`src/rtl/pwm_timer_pkg.sv`:
```
package pwm_timer_pkg;

    localparam int DIV_EXP_W = 3;

    typedef enum logic [1:0] {
        SEL_RELOAD  = 2'd0,
        SEL_COMPARE = 2'd1,
        SEL_COUNT   = 2'd2,
        SEL_CTRL    = 2'd3
    } reg_sel_e;

    // control word, bit 0 at the bottom
    typedef struct packed {
        logic [DIV_EXP_W-1:0] div_exp;
        logic                 div_en;
        logic                 invert;
        logic                 cmp_en;
    } ctrl_t;

endpackage

```
`src/rtl/pwm_prescaler.sv`:
```
module pwm_prescaler #(
    parameter int EXP_W = 3
) (
    input  logic             clk,
    input  logic             rst_n,
    input  logic             go_i,
    input  logic             clr_i,
    input  logic             div_en_i,
    input  logic [EXP_W-1:0] div_exp_i,
    output logic             tick_o
);
    localparam int DIV_W = 1 << EXP_W;

    logic [DIV_W-1:0] psc_d, psc_q;
    logic [EXP_W:0]   shift;
    logic [DIV_W-1:0] limit;

    always_comb begin
        shift  = {1'b0, div_exp_i} + (EXP_W+1)'(1);
        limit  = ~({DIV_W{1'b1}} << shift);
        psc_d  = psc_q;
        tick_o = 1'b0;
        if (clr_i) begin
            psc_d = '0;
        end else if (go_i) begin
            if (!div_en_i) begin
                tick_o = 1'b1;
            end else if (psc_q == limit) begin
                tick_o = 1'b1;
                psc_d  = '0;
            end else begin
                psc_d = psc_q + DIV_W'(1);
            end
        end
    end

    always_ff @(posedge clk) begin
        if (!rst_n) psc_q <= '0;
        else        psc_q <= psc_d;
    end

    // a divided tick is never followed directly by another one
    p_div_gap_r10: assert property (@(posedge clk) disable iff (!rst_n)
        (div_en_i && tick_o) |=> !tick_o);

endmodule

```
`src/rtl/pwm_counter.sv`:
```
module pwm_counter #(
    parameter int CNT_W = 32
) (
    input  logic             clk,
    input  logic             rst_n,
    input  logic             tick_i,
    input  logic             wr_i,
    input  logic [CNT_W-1:0] wr_val_i,
    input  logic [CNT_W-1:0] reload_i,
    input  logic [CNT_W-1:0] compare_i,
    input  logic             cmp_en_i,
    output logic             flip_o
);
    localparam logic [CNT_W-1:0] TOP = {CNT_W{1'b1}};

    logic [CNT_W-1:0] cnt_d, cnt_q;
    logic             at_top, at_cmp;

    always_comb begin
        at_top = (cnt_q == TOP);
        at_cmp = cmp_en_i && (cnt_q == compare_i);
        flip_o = tick_i && (at_top || at_cmp);
        cnt_d  = cnt_q;
        if (wr_i) begin
            cnt_d = wr_val_i;
        end else if (tick_i) begin
            cnt_d = at_top ? reload_i : cnt_q + CNT_W'(1);
        end
    end

    always_ff @(posedge clk) begin
        if (!rst_n) cnt_q <= '0;
        else        cnt_q <= cnt_d;
    end

    // without a tick or a write the count stays frozen
    p_freeze_r7: assert property (@(posedge clk) disable iff (!rst_n)
        (!tick_i && !wr_i) |=> $stable(cnt_q));
    // a tick at all-ones wraps to the reload value
    p_wrap_r3: assert property (@(posedge clk) disable iff (!rst_n)
        (tick_i && cnt_q == TOP) |=> (cnt_q == $past(reload_i)));
    // any other tick counts up by one
    p_step_r3: assert property (@(posedge clk) disable iff (!rst_n)
        (tick_i && cnt_q != TOP) |=> (cnt_q == $past(cnt_q) + CNT_W'(1)));

endmodule

```
`src/rtl/pwm_phase.sv`:
```
module pwm_phase (
    input  logic clk,
    input  logic rst_n,
    input  logic clr_i,
    input  logic flip_i,
    input  logic run_i,
    input  logic invert_i,
    output logic pwm_o
);
    logic tgl_d, tgl_q;

    always_comb begin
        tgl_d = tgl_q;
        if (clr_i)       tgl_d = 1'b0;
        else if (flip_i) tgl_d = ~tgl_q;
        pwm_o = run_i ? (tgl_q ^ invert_i) : invert_i;
    end

    always_ff @(posedge clk) begin
        if (!rst_n) tgl_q <= 1'b0;
        else        tgl_q <= tgl_d;
    end

    // a counter write leaves the phase idle
    p_phase_clear_r8: assert property (@(posedge clk) disable iff (!rst_n)
        clr_i |=> !tgl_q);
    // the phase moves only on an event
    p_phase_quiet_r5: assert property (@(posedge clk) disable iff (!rst_n)
        (!clr_i && !flip_i) |=> $stable(tgl_q));

endmodule

```
`src/rtl/pwm_reload_timer.sv`:
```
module pwm_reload_timer
    import pwm_timer_pkg::*;
#(
    parameter int CNT_W = 32
) (
    input  logic             clk,
    input  logic             rst_n,
    input  logic             start_i,
    input  logic             stop_i,
    input  logic             wr_en_i,
    input  logic [1:0]       wr_sel_i,
    input  logic [CNT_W-1:0] wr_data_i,
    output logic             pwm_o
);
    localparam int CTRL_W = $bits(ctrl_t);

    typedef struct packed {
        logic             run;
        logic [CNT_W-1:0] reload;
        logic [CNT_W-1:0] compare;
        ctrl_t            ctrl;
    } regs_t;

    regs_t    regs_d, regs_q;
    reg_sel_e sel;
    logic     wr_ok, cnt_wr, go, div_clr, tick, flip;

    always_comb begin
        sel     = reg_sel_e'(wr_sel_i);
        wr_ok   = wr_en_i && !regs_q.run;
        cnt_wr  = wr_ok && (sel == SEL_COUNT);
        go      = regs_q.run && !stop_i;
        div_clr = stop_i || (start_i && !regs_q.run);
        regs_d  = regs_q;
        if (wr_ok) begin
            case (sel)
                SEL_RELOAD:  regs_d.reload  = wr_data_i;
                SEL_COMPARE: regs_d.compare = wr_data_i;
                SEL_CTRL:    regs_d.ctrl    = ctrl_t'(wr_data_i[CTRL_W-1:0]);
                default:     ;
            endcase
        end
        if (stop_i)       regs_d.run = 1'b0;
        else if (start_i) regs_d.run = 1'b1;
    end

    always_ff @(posedge clk) begin
        if (!rst_n) regs_q <= '0;
        else        regs_q <= regs_d;
    end

    pwm_prescaler #(.EXP_W(DIV_EXP_W)) u_div (
        .clk       (clk),
        .rst_n     (rst_n),
        .go_i      (go),
        .clr_i     (div_clr),
        .div_en_i  (regs_q.ctrl.div_en),
        .div_exp_i (regs_q.ctrl.div_exp),
        .tick_o    (tick)
    );

    pwm_counter #(.CNT_W(CNT_W)) u_cnt (
        .clk       (clk),
        .rst_n     (rst_n),
        .tick_i    (tick),
        .wr_i      (cnt_wr),
        .wr_val_i  (wr_data_i),
        .reload_i  (regs_q.reload),
        .compare_i (regs_q.compare),
        .cmp_en_i  (regs_q.ctrl.cmp_en),
        .flip_o    (flip)
    );

    pwm_phase u_phase (
        .clk      (clk),
        .rst_n    (rst_n),
        .clr_i    (cnt_wr),
        .flip_i   (flip),
        .run_i    (regs_q.run),
        .invert_i (regs_q.ctrl.invert),
        .pwm_o    (pwm_o)
    );

    // configuration is locked while running
    p_cfg_locked_r2: assert property (@(posedge clk) disable iff (!rst_n)
        (regs_q.run && wr_en_i) |=> ($stable(regs_q.reload) && $stable(regs_q.compare)
                                     && $stable(regs_q.ctrl)));
    // stop always wins
    p_stop_wins_r7: assert property (@(posedge clk) disable iff (!rst_n)
        stop_i |=> !regs_q.run);
    // no advance without the running state
    p_no_tick_idle_r7: assert property (@(posedge clk) disable iff (!rst_n)
        !regs_q.run |-> !tick);

endmodule

```
`config.mk`:
```
export PLATFORM = sky130hd
export DESIGN_NAME = pwm_reload_timer
export DESIGN_NICKNAME = d
export VERILOG_FILES = /design/src/rtl/pwm_timer_pkg.sv /design/src/rtl/pwm_prescaler.sv /design/src/rtl/pwm_counter.sv /design/src/rtl/pwm_phase.sv /design/src/rtl/pwm_reload_timer.sv
export SDC_FILE = /design/constraint.sdc
export NUM_CORES = 1
export LEC_CHECK = 0
export ABC_AREA = 1
export BUFFER_PORTS_ARGS = -buffer_cell sky130_fd_sc_hd__buf_2
export CORE_ASPECT_RATIO = 0.7
export CORE_UTILIZATION = 55
export CTS_CLUSTER_DIAMETER = 200
export CTS_CLUSTER_SIZE = 30
export DETAILED_ROUTE_END_ITERATION = 16
export PLACE_DENSITY = 0.76
export SLEW_MARGIN = 20
export SYNTH_ARGS = -nofsm -noshare
export SYNTH_HDL_FRONTEND = slang
export SYNTH_SLANG_ARGS = --single-unit
```
`constraint.sdc`:
```
create_clock -name clk -period 2 [get_ports clk]
set_clock_uncertainty 0.15 [all_clocks]
set_input_delay 0.4 -clock clk [delete_from_list [all_inputs] [get_ports clk]]
set_output_delay 0.4 -clock clk [all_outputs]
set_load 0.02 [all_outputs]
```
==> key figures, run 1 <==
Setup path
  • Arrival time worst endpoint: 2.23 ns
  • CP Class: flop to flop
  • Crit path required time: 2.13 ns
  • CP endpoint kind: flop
  • Critical path peak fanout: 14
  • Startpoint types: flop

Pwr
  • Clock Power Share: 39.7%
  • Switching Fraction: 27.5%
  • Internal power: 0.00352 W
  • Reg power frac: 48.7%
  • Comb power frac: 11.6%
  • P_sw: 0.00134 W
  • Leakage: 3.30 nW
  • P per Cell Area: 621 nW/µm²
  • VDD IR-drop max: 0.477 mV

Finish
  • Commonest non-fill, non-tap cell in the layout: nand2_1
  • Inserted Diodes: 0
  • Layout Nets: 1,142
  • Area Growth Syn to Fin: 22.3%
  • Layout cells sized above 1: 19.7%
  • Most frequent cells in the layout: nand2_1, nor2_1, dfxtp_1
  • Non-Filler Instances: 1,257

Clock tree
  • Clock Latency Late Sink: 0.36 ns
  • Sinks on the clock net: 112
  • Worst-case clock buffer depth: 2
  • Root Buffer: clkbuf_16
  • CTS H-tree lvls: 3
  • Worst-path clk slew: 0.08 ns
  • Inserted Clock Buffers: 9
  • Cts hold-fix bufs: 0
  • CTS tree: built

Place
  • GP Congestion: 0.912
  • PortBufs: 39
  • Post-DP HPWL: 12.7 mm
  • Placed instance count: 1,236

Yosys
  • Syn Area/Cell: 6.26 µm²
  • Post-synthesis sequential area ratio: 35.0%
  • Top cell type's share of synthesized area: 35.0%
  • Register bit total from synthesis: 112
  • Ranking of synthesized cells by area: dfxtp_1, nand2_1, nor2_1
  • Gate Count Post-Synth: 1,022
  • Synth Cell Area: 6400 µm²
  • Synth area leader: dfxtp_1
  • Synth warn: 0
  • Netlist cell types: 39
  • Post-synth ARST share: 0%
  • Synth Flop Type: dfxtp_1
  • Synthesized Nets: 1,065
  • Post-synth EDFFs: 0

Route
  • Drt via density: 5.49
  • Number of DRC violations after detailed routing: 0
  • Vias post-DR: 6,898
  • Highest routed layer: met4
  • Routed wl met2: 8.44 mm
  • Metal-1 WL: 8.92 mm
  • Routed Antenna Nets: 0
  • Drt total wl: 19.3 mm
  • Initial detailed-routing violation count: 701
  • Met3 WL post-DR: 1.73 mm
  • DRT Pass-1 Iters: 6
  • Per-cell routed wire length: 15.3 µm

STA
  • Measured slew at the worst slew-check pin: 0.650 ns
  • Pins Over Slew Limit: 0
  • Fmax: 0.475 GHz
  • Final period util: 105%
  • RSZ-0062 raised after global routing: true
  • Final setup vio count: 32
  • Slew headroom: 56.7%
  • Min Tclk post-route: 2.11 ns
  • Setup ws final: -0.106 ns
  • Final hold violations: 0
  • Final TNS setup: -1.43 ns

Global routing
  • Overflow left after global routing: 0
  • Initial antenna violation count: 0
  • Largest net degree at the start of global routing: 73
  • First-pass GRT wire length: 30.3 mm
  • Vias in the first global route: 6,058
  • Gr usage total: 32.3%

Run
  • Max Cap Viol: 0

Die
  • Die ar.: 12,100 µm²
  • Starting Density: 57.3%
  • Core footprint: 11,200 µm²
  • Die height: 92.3 µm
  • Die Span X: 131 µm
  • # rows: 32
  • Io pins: 40

Run status
  • Outcome: complete, but fails checks
  • Failing checks: setup timing

Min path
  • Hold WC Path Type: input port to flop
## repair_timing
action	4_1_cts	5_1_grt
gates cloned	3	1
endpoints found under the setup margin	32	34
setup buffers	5	0
resized for setup	35	46
pin swaps	8	10
## power groups by stage
| stage | combinational (W) | sequential, W | clock (W) |
|---|---|---|---|
| 2_1_floorplan | 0.000316 | 0.00240 | 0 |
| 3_3_place_gp | 0.000494 | 0.00241 | 0 |
| 3_5_place_dp | 0.000503 | 0.00241 | 0 |
| 4_1_cts | 0.000555 | 0.00236 | 0.00194 |
| 5_1_grt | 0.000620 | 0.00237 | 0.00202 |
| 6_report | 0.000564 | 0.00236 | 0.00193 |
## Yosys cell counts, drive strengths merged (3+ instances only)
master and n:
nor3 13, or2 3, nand3 68, xor2 19, clkbuf 26, nor3b 3
xnor2 14, nand2 329, nor2 149, inv 78, o21ai 87, nand4 14
buf 24, ha 4, dfxtp 112, a21oi 70
## cell type report
type                       count  area (µm²)
inverter                      79         312
timing repair inverter         1        8.76
clock buffer                   9         225
clock inverter                 7        88.8
timing repair buffer         114         861
sequential                   112        2260
tap                          153         191
fill                         919        3340
multi-input combinational    782        3880
## cell families after synthesis
kind of cell    Yosys count  share of synthesized area, %
simple gates            582                          38.0
compound gates          162                          12.9
buf+inv                 129                          8.84
flops                   112                          35.0
xor+xnor                 33                          4.52
fa+ha+maj                 4                         0.782
## flip-flops by register name, indices dropped and copies added, names as in the netlist
signal,cells
u_phase.tgl_q,1
u_cnt.cnt_q,32
u_div.psc_q,8
regs_q,71
## worst paths after layout
kind	from	to	slack (ns)	depth (start not counted)
max reg2reg	regs_q[4]$_SDFFE_PN0P_	u_cnt.cnt_q[14]$_SDFFE_PN0P_	-0.11	14
max	regs_q[4]$_SDFFE_PN0P_	u_cnt.cnt_q[14]$_SDFFE_PN0P_	-0.11	14
min reg2reg	regs_q[25]$_SDFFE_PN0P_	regs_q[25]$_SDFFE_PN0P_	0.33	2
min	wr_data_i[9]	regs_q[47]$_SDFFE_PN0P_	0.14	3
## critical path, cell delays in order, from the launching register on
cell     delay (ns)
dfxtp_4        0.40
ha_4           0.18
inv_4          0.05
nand2_4        0.08
nand3_4        0.07
nand2_2        0.07
nand2_2        0.05
nand2_1        0.09
inv_1          0.05
nand4_1        0.12
nand2_2        0.09
nand2_4        0.12
buf_6          0.21
nand3_2        0.08
a21oi_1        0.20
## metrics by stage
step | util (%) | total power (W) | cell area [µm²] | hold slack, ns | worst slack [ns]
2_1_floorplan | - | 0.00272 | 6400 | 0.280 | 0.0384
3_3_place_gp | 63.9 | 0.00290 | 7140 | 0.309 | 0.0101
3_5_place_dp | 63.9 | 0.00291 | 7140 | 0.315 | -0.0834
4_1_cts | 69.1 | 0.00486 | 7720 | 0.127 | -0.0692
5_1_grt | 70.1 | 0.00502 | 7830 | 0.143 | -0.206
6_report | 70.1 | 0.00486 | 7830 | 0.138 | -0.106
## layer usage
| layer | vias up | track usage (%) |
|---|---|---|
| met2 | 311 | 48.2 |
| met3 | 19 | 5.66 |
| met4 | 0 | 7.28 |
| met1 | 3159 | 47.9 |
| met5 | - | 0 |
| li1 | 3409 | - |
No activity file was read; power rests on OpenSTA's default activity.
==> inputs of run 2 (changes only) <==
Settings changed: PLACE_DENSITY 0.76 to 0.75.
==> run 2 against run 1 <==
  * The run still ends with setup timing left
  * Setup slack better by 0.0015 ns
  * Sequential share of layout area down 0.15 points
  * Final area about the same
  * Hold slack better by 0.0044 ns
==> key figures, run 2 (same netlist as run 1, synthesis figures left out) <==
Run status
  • Outcome: complete, but fails checks
  • Failing checks: setup timing

Pwr
  • Clock Power Share: 37.5% (-2.2 points)
  • VDD IR-drop max: 0.456 mV (-4.3%)
  • Pwr Total: 0.00468 W (-3.6%)
  • Switching Fraction: 27.6% (+0.12 points)
  • Comb power frac: 12.0% (+0.4 points)
  • P per Cell Area: 598 nW/µm² (-3.7%)
  • P_sw: 0.00129 W (-3.2%)
  • Reg power frac: 50.5% (+1.8 points)
  • Internal power: 0.00339 W (-3.8%)
  • Leakage: 3.33 nW (+0.76%)

Die
  • Core footprint: 11,200 µm² (unchanged)
  • Io pins: 40 (unchanged)
  • Starting Density: 57.3% (unchanged)
  • Die ar.: 12,100 µm² (unchanged)
  • # rows: 32 (unchanged)
  • Die height: 92.3 µm (unchanged)
  • Die Span X: 131 µm (unchanged)

STA
  • Final TNS setup: -2.23 ns (-0.799 ns)
  • Final hold violations: 0 (unchanged)
  • Setup ws final: -0.104 ns (+0.00154 ns)
  • Final period util: 105% (about the same)
  • Min Tclk post-route: 2.10 ns (-0.00154 ns)
  • Measured slew at the worst slew-check pin: 0.629 ns (-0.0203 ns)
  • Slew headroom: 58.0% (+1.4 points)
  • RSZ-0062 raised after global routing: true
  • Fmax: 0.475 GHz (about the same)
  • Final setup vio count: 31 (-3.1%)
  • Pins Over Slew Limit: 0 (unchanged)

Setup path
  • Crit path max-delay cell type: dfxtp_4
  • CP endpoint kind: flop
  • Reg2Reg Capture Point: u_cnt.cnt_q[24]$_SDFFE_PN0P_
  • CP Class: flop to flop
  • R2R Setup Slk: -0.10 ns (about the same)
  • Arrival time worst endpoint: 2.23 ns (about the same)
  • FF-to-FF Start: regs_q[3]$_SDFFE_PN0P_
  • Crit path required time: 2.13 ns (about the same)
  • Top delay family on crit path: simple AND/OR/NAND/NOR gates
  • Critical path peak fanout: 8 (-6)
  • Startpoint types: flop
  • CP peak stage delay: 0.39 ns (about the same)
  • WP buf/inv: 2 (-1)
  • Critical path, cell by cell: ha_4, inv_4, nand2_4, nand3_2, nand3_1, nand2_1, nor2_1, nand4_1, nand2_2, nand2_4, nand2_8, buf_12, nand2_1, a21oi_1
  • Reg2Reg Depth: 14 (unchanged)

Finish
  • Final Core Density: 70.2% (about the same)
  • Biggest register: regs_q
  • Commonest non-fill, non-tap cell in the layout: nand2_1
  • Largest register FFs: 71 (unchanged)
  • Fill count: 978 (+6.4%)
  • Area Growth Syn to Fin: 22.4% (about the same)
  • Largest registers: regs_q x71, u_cnt.cnt_q x32, u_div.psc_q x8
  • Non-Filler Instances: 1,263 (+0.48%)
  • Layout cells sized above 1: 19.0% (-0.65 points)
  • Inserted Diodes: 0 (unchanged)
  • Layout Nets: 1,148 (+0.53%)
  • Most frequent cells in the layout: nand2_1, nor2_1, dfxtp_1

Global routing
  • Gr usage total: 31.5% (-0.79 points)
  • Overflow left after global routing: 0 (unchanged)
  • Vias in the first global route: 6,040 (-0.30%)
  • Largest net degree at the start of global routing: 73 (unchanged)
  • First-pass GRT wire length: 29.7 mm (-2.0%)
  • Initial antenna violation count: 0 (unchanged)

Route
  • Routed Antenna Nets: 0 (unchanged)
  • Drt total wl: 18.8 mm (-2.5%)
  • Drt via density: 5.41 (-1.4%)
  • Number of DRC violations after detailed routing: 0 (unchanged)
  • Vias post-DR: 6,833 (-0.94%)
  • Per-cell routed wire length: 14.9 µm (-3.0%)
  • Initial detailed-routing violation count: 788 (+12%)
  • DRT Pass-1 Iters: 5 (-1)

Clock tree
  • Inserted Clock Buffers: 9 (unchanged)
  • Worst-case clock buffer depth: 2 (unchanged)
  • CTS tree: built
  • Worst-path clk slew: 0.08 ns (about the same)
  • Clock Latency Late Sink: 0.36 ns (about the same)
  • Root Buffer: clkbuf_16
  • CTS H-tree lvls: 3 (unchanged)
  • Cts hold-fix bufs: 0 (unchanged)
  • Sinks on the clock net: 112 (unchanged)

Min path
  • Hold path start: start_i
  • Hold WC Path Type: input port to flop
  • Hold Path Stages: 3 (unchanged)
  • Worst Hold End: regs_q[70]$_SDFFE_PP0P_

Place
  • Placed instance count: 1,241 (+0.40%)
  • Setup WS pre-CTS: -0.0588 ns (+0.0246 ns)
  • Post-DP HPWL: 12.7 mm (+0.27%)
  • GP Congestion: 0.934 (+2.4%)
  • PortBufs: 39 (unchanged)

Run
  • Max Cap Viol: 0 (unchanged)
## run 2: cell count changes in the layout (fill, tap and decap cells not counted), sizes merged
cell	before	now
inv	82	81
bufinv	1	0
clkbuf	9	11
buf	114	120
## run 2: stage by stage
stage                     area, µm²  hold slack (ns)
after floorplan                6400            0.280
after global placement         7220            0.308
after detailed placement       7220            0.318
after CTS                      7630            0.143
after global routing           7840            0.147
final                          7840            0.143
## run 2: worst max path at each step
stage,start,endpoint,depth (start not counted)
6_report,regs_q[3]$_SDFFE_PN0P_,u_cnt.cnt_q[24]$_SDFFE_PN0P_,14
5_1_grt,regs_q[4]$_SDFFE_PN0P_,u_cnt.cnt_q[24]$_SDFFE_PN0P_,14
4_1_cts,regs_q[4]$_SDFFE_PN0P_,u_cnt.cnt_q[23]$_SDFFE_PN0P_,13
3_5_place_dp,regs_q[3]$_SDFFE_PN0P_,u_cnt.cnt_q[8]$_SDFFE_PN0P_,15
3_3_place_gp,u_cnt.cnt_q[7]$_SDFFE_PN0P_,u_cnt.cnt_q[30]$_SDFFE_PN0P_,12
2_1_floorplan,regs_q[4]$_SDFFE_PN0P_,u_cnt.cnt_q[17]$_SDFFE_PN0P_,13
## run 2: power groups by stage
stage	registers [W]	clock network [W]	logic, W
global route	0.00237	0.00185	0.000621
finish	0.00236	0.00176	0.000563
global placement	0.00241	0	0.000499
detailed placement	0.00241	0	0.000505
CTS	0.00236	0.00177	0.000527
floorplan	0.00240	0	0.000316
## run 2: layer usage
| metal | track usage (%) | routed length, µm | up-vias | share of wire (%) |
|---|---|---|---|---|
| li1 | - | - | 3415 | - |
| met4 | 6.99 | 344 | 0 | 1.8 |
| met1 | 47.3 | 9180 | 3122 | 49 |
| met3 | 5.83 | 1410 | 32 | 7.5 |
| met5 | 0 | 0 | - | 0 |
| met2 | 46.2 | 7850 | 264 | 42 |
## run 2: timing repair
action	CTS	global route
cloned	2	1
setup endpoints to repair	32	41
resized for setup	21	39
pin swaps	3	12
buffers inserted	2	3
## run 2: cell type report
class                      count  area [µm²]  area share [%]
clock buffer                  10         229            2.92
inverter                      79         304            3.88
clock inverter                 6        51.3           0.655
timing repair buffer         121         968            12.4
multi-input combinational    782        3840            49.0
tap                          153         191            2.44
sequential                   112        2250            28.8
## run 2: worst register-to-register path: stages (launching register included)
cell	delay [ns]
dfxtp_4	0.39
ha_4	0.18
inv_4	0.05
nand2_4	0.10
nand3_2	0.08
nand3_1	0.08
nand2_1	0.09
nor2_1	0.11
nand4_1	0.13
nand2_2	0.12
nand2_4	0.09
nand2_8	0.12
buf_12	0.14
nand2_1	0.06
a21oi_1	0.13
==> inputs of run 3 (changes only) <==
Settings changed: CORE_UTILIZATION 55 to 61, PLACE_DENSITY 0.75 to 0.79.
Clock period 2 ns to 2.1 ns, I/O delays scaled along.
==> run 3 against run 2 <==
  * The flow still finishes with violations (setup timing)
  * Register-to-register slack hardly changed
  * Core utilization rose by 7.2 points
  * First-iteration DRC count shrank 9.0%
  * Setup slack worse by 0.015 ns
  * Sequential cell count stayed put
  * Combinational power decreased by 3.9%
  * Highest routed layer unchanged
==> key figures, run 3 (same netlist as run 1, synthesis figures left out) <==
Global routing
  • Gr usage total: 34.4% (+2.8 points)
  • First-pass GRT wire length: 30.0 mm (+0.95%)
  • Vias in the first global route: 5,975 (-1.1%)
  • Overflow left after global routing: 0 (unchanged)
  • Initial antenna violation count: 0 (unchanged)
  • Largest net degree at the start of global routing: 73 (unchanged)

Die
  • Io pins: 40 (unchanged)
  • Die Span X: 124 µm (-5.0%)
  • # rows: 30 (-6.3%)
  • Die height: 87.7 µm (-4.9%)
  • Core footprint: 9950 µm² (-11%)
  • Die ar.: 10,900 µm² (-9.7%)
  • Starting Density: 64.4% (+7.0 points)

Setup path
  • Crit path required time: 2.24 ns (+0.11 ns)
  • CP dominant cell by count: nand2_4
  • Crit path max-delay cell type: dfxtp_4
  • Critical path, cell by cell: ha_4, inv_4, nand2_4, nand2_4, nand3_2, nand2_1, nand2_1, nor2_1, nand4_1, nand2_2, nand2_4, nand2_8, buf_12, clkbuf_16, nand2_2, a21oi_2
  • FF-to-FF Start: regs_q[3]$_SDFFE_PN0P_
  • CP Class: flop to flop
  • WP buf/inv: 3 (+1)
  • R2R Setup Slk: -0.12 ns (about the same)
  • Arrival time worst endpoint: 2.36 ns (+0.13 ns)
  • Top delay family on crit path: simple AND/OR/NAND/NOR gates
  • CP endpoint kind: flop
  • CP peak stage delay: 0.38 ns (about the same)
  • Critical path depth: 16 (+2)
  • Startpoint types: flop
  • Reg2Reg Capture Point: u_cnt.cnt_q[4]$_SDFFE_PN0P_
  • Critical path peak fanout: 7 (-1)
  • Reg2Reg Depth: 16 (+2)

Finish
  • Largest register FFs: 71 (unchanged)
  • Commonest non-fill, non-tap cell in the layout: nand2_1
  • Biggest register: regs_q
  • Layout Nets: 1,131 (-1.5%)
  • Inserted Diodes: 0 (unchanged)
  • Fill count: 768 (-21%)
  • Non-Filler Instances: 1,221 (-3.3%)
  • Largest registers: regs_q x71, u_cnt.cnt_q x32, u_div.psc_q x8
  • Most frequent cells in the layout: nand2_1, nor2_1, dfxtp_1
  • Layout cells sized above 1: 18.1% (-0.89 points)
  • Area Growth Syn to Fin: 20.2%

Pwr
  • P_sw: 0.00118 W (-8.5%)
  • Leakage: 3.30 nW (-0.80%)
  • Internal power: 0.00336 W (-0.78%)
  • VDD IR-drop max: 0.494 mV (+8.2%)
  • Switching Fraction: 26.0% (-1.6 points)
  • Comb power frac: 11.9% (about the same)
  • P per Cell Area: 591 nW/µm² (-1.1%)
  • Reg power frac: 49.6% (-0.9 points)
  • Clock Power Share: 38.5% (+1.0 points)

Min path
  • Hold path start: start_i
  • Hold Path Stages: 3 (unchanged)
  • Hold WC Path Type: input port to flop
  • Worst Hold End: regs_q[70]$_SDFFE_PP0P_

Clock tree
  • Clock Latency Late Sink: 0.35 ns (about the same)
  • Inserted Clock Buffers: 9 (unchanged)
  • Sinks on the clock net: 112 (unchanged)
  • Cts hold-fix bufs: 0 (unchanged)
  • CTS H-tree lvls: 3 (unchanged)
  • Root Buffer: clkbuf_16
  • CTS tree: built
  • Worst-path clk slew: 0.07 ns (about the same)
  • Worst-case clock buffer depth: 2 (unchanged)

STA
  • Setup ws final: -0.119 ns (-0.0150 ns)
  • Final period util: 106% (+0.46 points)
  • Fmax: 0.451 GHz (-5.2%)
  • Min Tclk post-route: 2.22 ns (+0.115 ns)
  • RSZ-0062 raised after global routing: true
  • Pins Over Slew Limit: 0 (unchanged)
  • Slew headroom: 57.5% (-0.58 points)
  • Final setup vio count: 32 (+3.2%)
  • Measured slew at the worst slew-check pin: 0.638 ns (+0.00874 ns)
  • Final hold violations: 0 (unchanged)
  • Worst hold slack: 0.154 ns (+0.0113 ns)

Route
  • Drt total wl: 18.9 mm (+0.39%)
  • Initial detailed-routing violation count: 717 (-9.0%)
  • Routed Antenna Nets: 0 (unchanged)
  • Drt via density: 5.62 (+3.8%)
  • Number of DRC violations after detailed routing: 0 (unchanged)
  • Vias post-DR: 6,859 (+0.38%)
  • Per-cell routed wire length: 15.4 µm (+3.8%)
  • DRT Pass-1 Iters: 7 (+2)

Place
  • GP Congestion: 0.915 (-1.9%)
  • PortBufs: 39 (unchanged)
  • Placed instance count: 1,197 (-3.5%)
  • Post-DP HPWL: 12.4 mm (-2.2%)
  • Setup WS pre-CTS: -0.0677 ns (-0.00891 ns)

Run status
  • Outcome: complete, but fails checks
  • Failing checks: setup timing

Run
  • Max Cap Viol: 0 (unchanged)
## run 3: worst max-delay path by stage
stage                           startpoint                            to  slack (ns)
2_1_floorplan       regs_q[4]$_SDFFE_PN0P_  u_cnt.cnt_q[17]$_SDFFE_PN0P_        0.14
3_3_place_gp   u_cnt.cnt_q[7]$_SDFFE_PN0P_  u_cnt.cnt_q[30]$_SDFFE_PN0P_       -0.08
3_5_place_dp        regs_q[3]$_SDFFE_PN0P_  u_cnt.cnt_q[28]$_SDFFE_PN0P_       -0.07
4_1_cts             regs_q[3]$_SDFFE_PN0P_  u_cnt.cnt_q[29]$_SDFFE_PN0P_       -0.03
5_1_grt             regs_q[3]$_SDFFE_PN0P_   u_cnt.cnt_q[4]$_SDFFE_PN0P_       -0.25
6_report            regs_q[3]$_SDFFE_PN0P_   u_cnt.cnt_q[4]$_SDFFE_PN0P_       -0.12
## run 3: final cells by class
type	instances	area [µm²]	area share, %
Inverter	79	312	4.05
Clock buffer	11	243	3.16
Clock inverter	5	56.3	0.732
Multi-Input combinational cell	782	3860	50.1
Timing Repair Buffer	104	812	10.6
Tap cell	128	160	2.08
Sequential cell	112	2250	29.3
## run 3: stage by stage
step           util (%)  area (µm²)  setup TNS [ns]  power, W
2_1_floorplan         -        6400               0   0.00259
3_3_place_gp       70.4        7010          -0.101   0.00276
3_5_place_dp       70.4        7010           -1.08   0.00277
4_1_cts            75.4        7500          -0.304   0.00452
5_1_grt            77.3        7690           -6.78   0.00470
6_report           77.3        7690           -2.58   0.00455
## run 3: worst reg2reg max path, delay by kind of cell (launching register included)
| kind | cells | cell delay, ns |
|---|---|---|
| AO/OA/AOI/OAI | 1 | 0.12 |
| flip-flops | 1 | 0.38 |
| AND/OR/NAND/NOR | 11 | 0.97 |
| adder cells (fa/ha/maj) | 1 | 0.19 |
| buffers and inverters | 3 | 0.34 |
## run 3: power groups by stage
stage               clock network [W]  registers, W  logic (W)
global route                  0.00184       0.00226   0.000596
detailed placement                  0       0.00230   0.000470
global placement                    0       0.00230   0.000461
finish                        0.00175       0.00225   0.000541
floorplan                           0       0.00229   0.000301
CTS                           0.00177       0.00225   0.000499
## run 3: repair_timing
item                       4_1_cts  5_1_grt
gates resized for setup         24       45
setup endpoints to repair       32       41
buffers inserted                 5        2
cloned                           2        1
pin swaps                        5       14
## run 3: per-layer routing
| metal | part of all wire [%] | track usage (%) | up-vias |
|---|---|---|---|
| li1 | - | - | 3383 |
| met1 | 47 | 49.4 | 3130 |
| met2 | 43 | 53.2 | 311 |
| met3 | 8.2 | 7.03 | 35 |
| met4 | 1.7 | 7.67 | 0 |
| met5 | 0 | 0 | - |
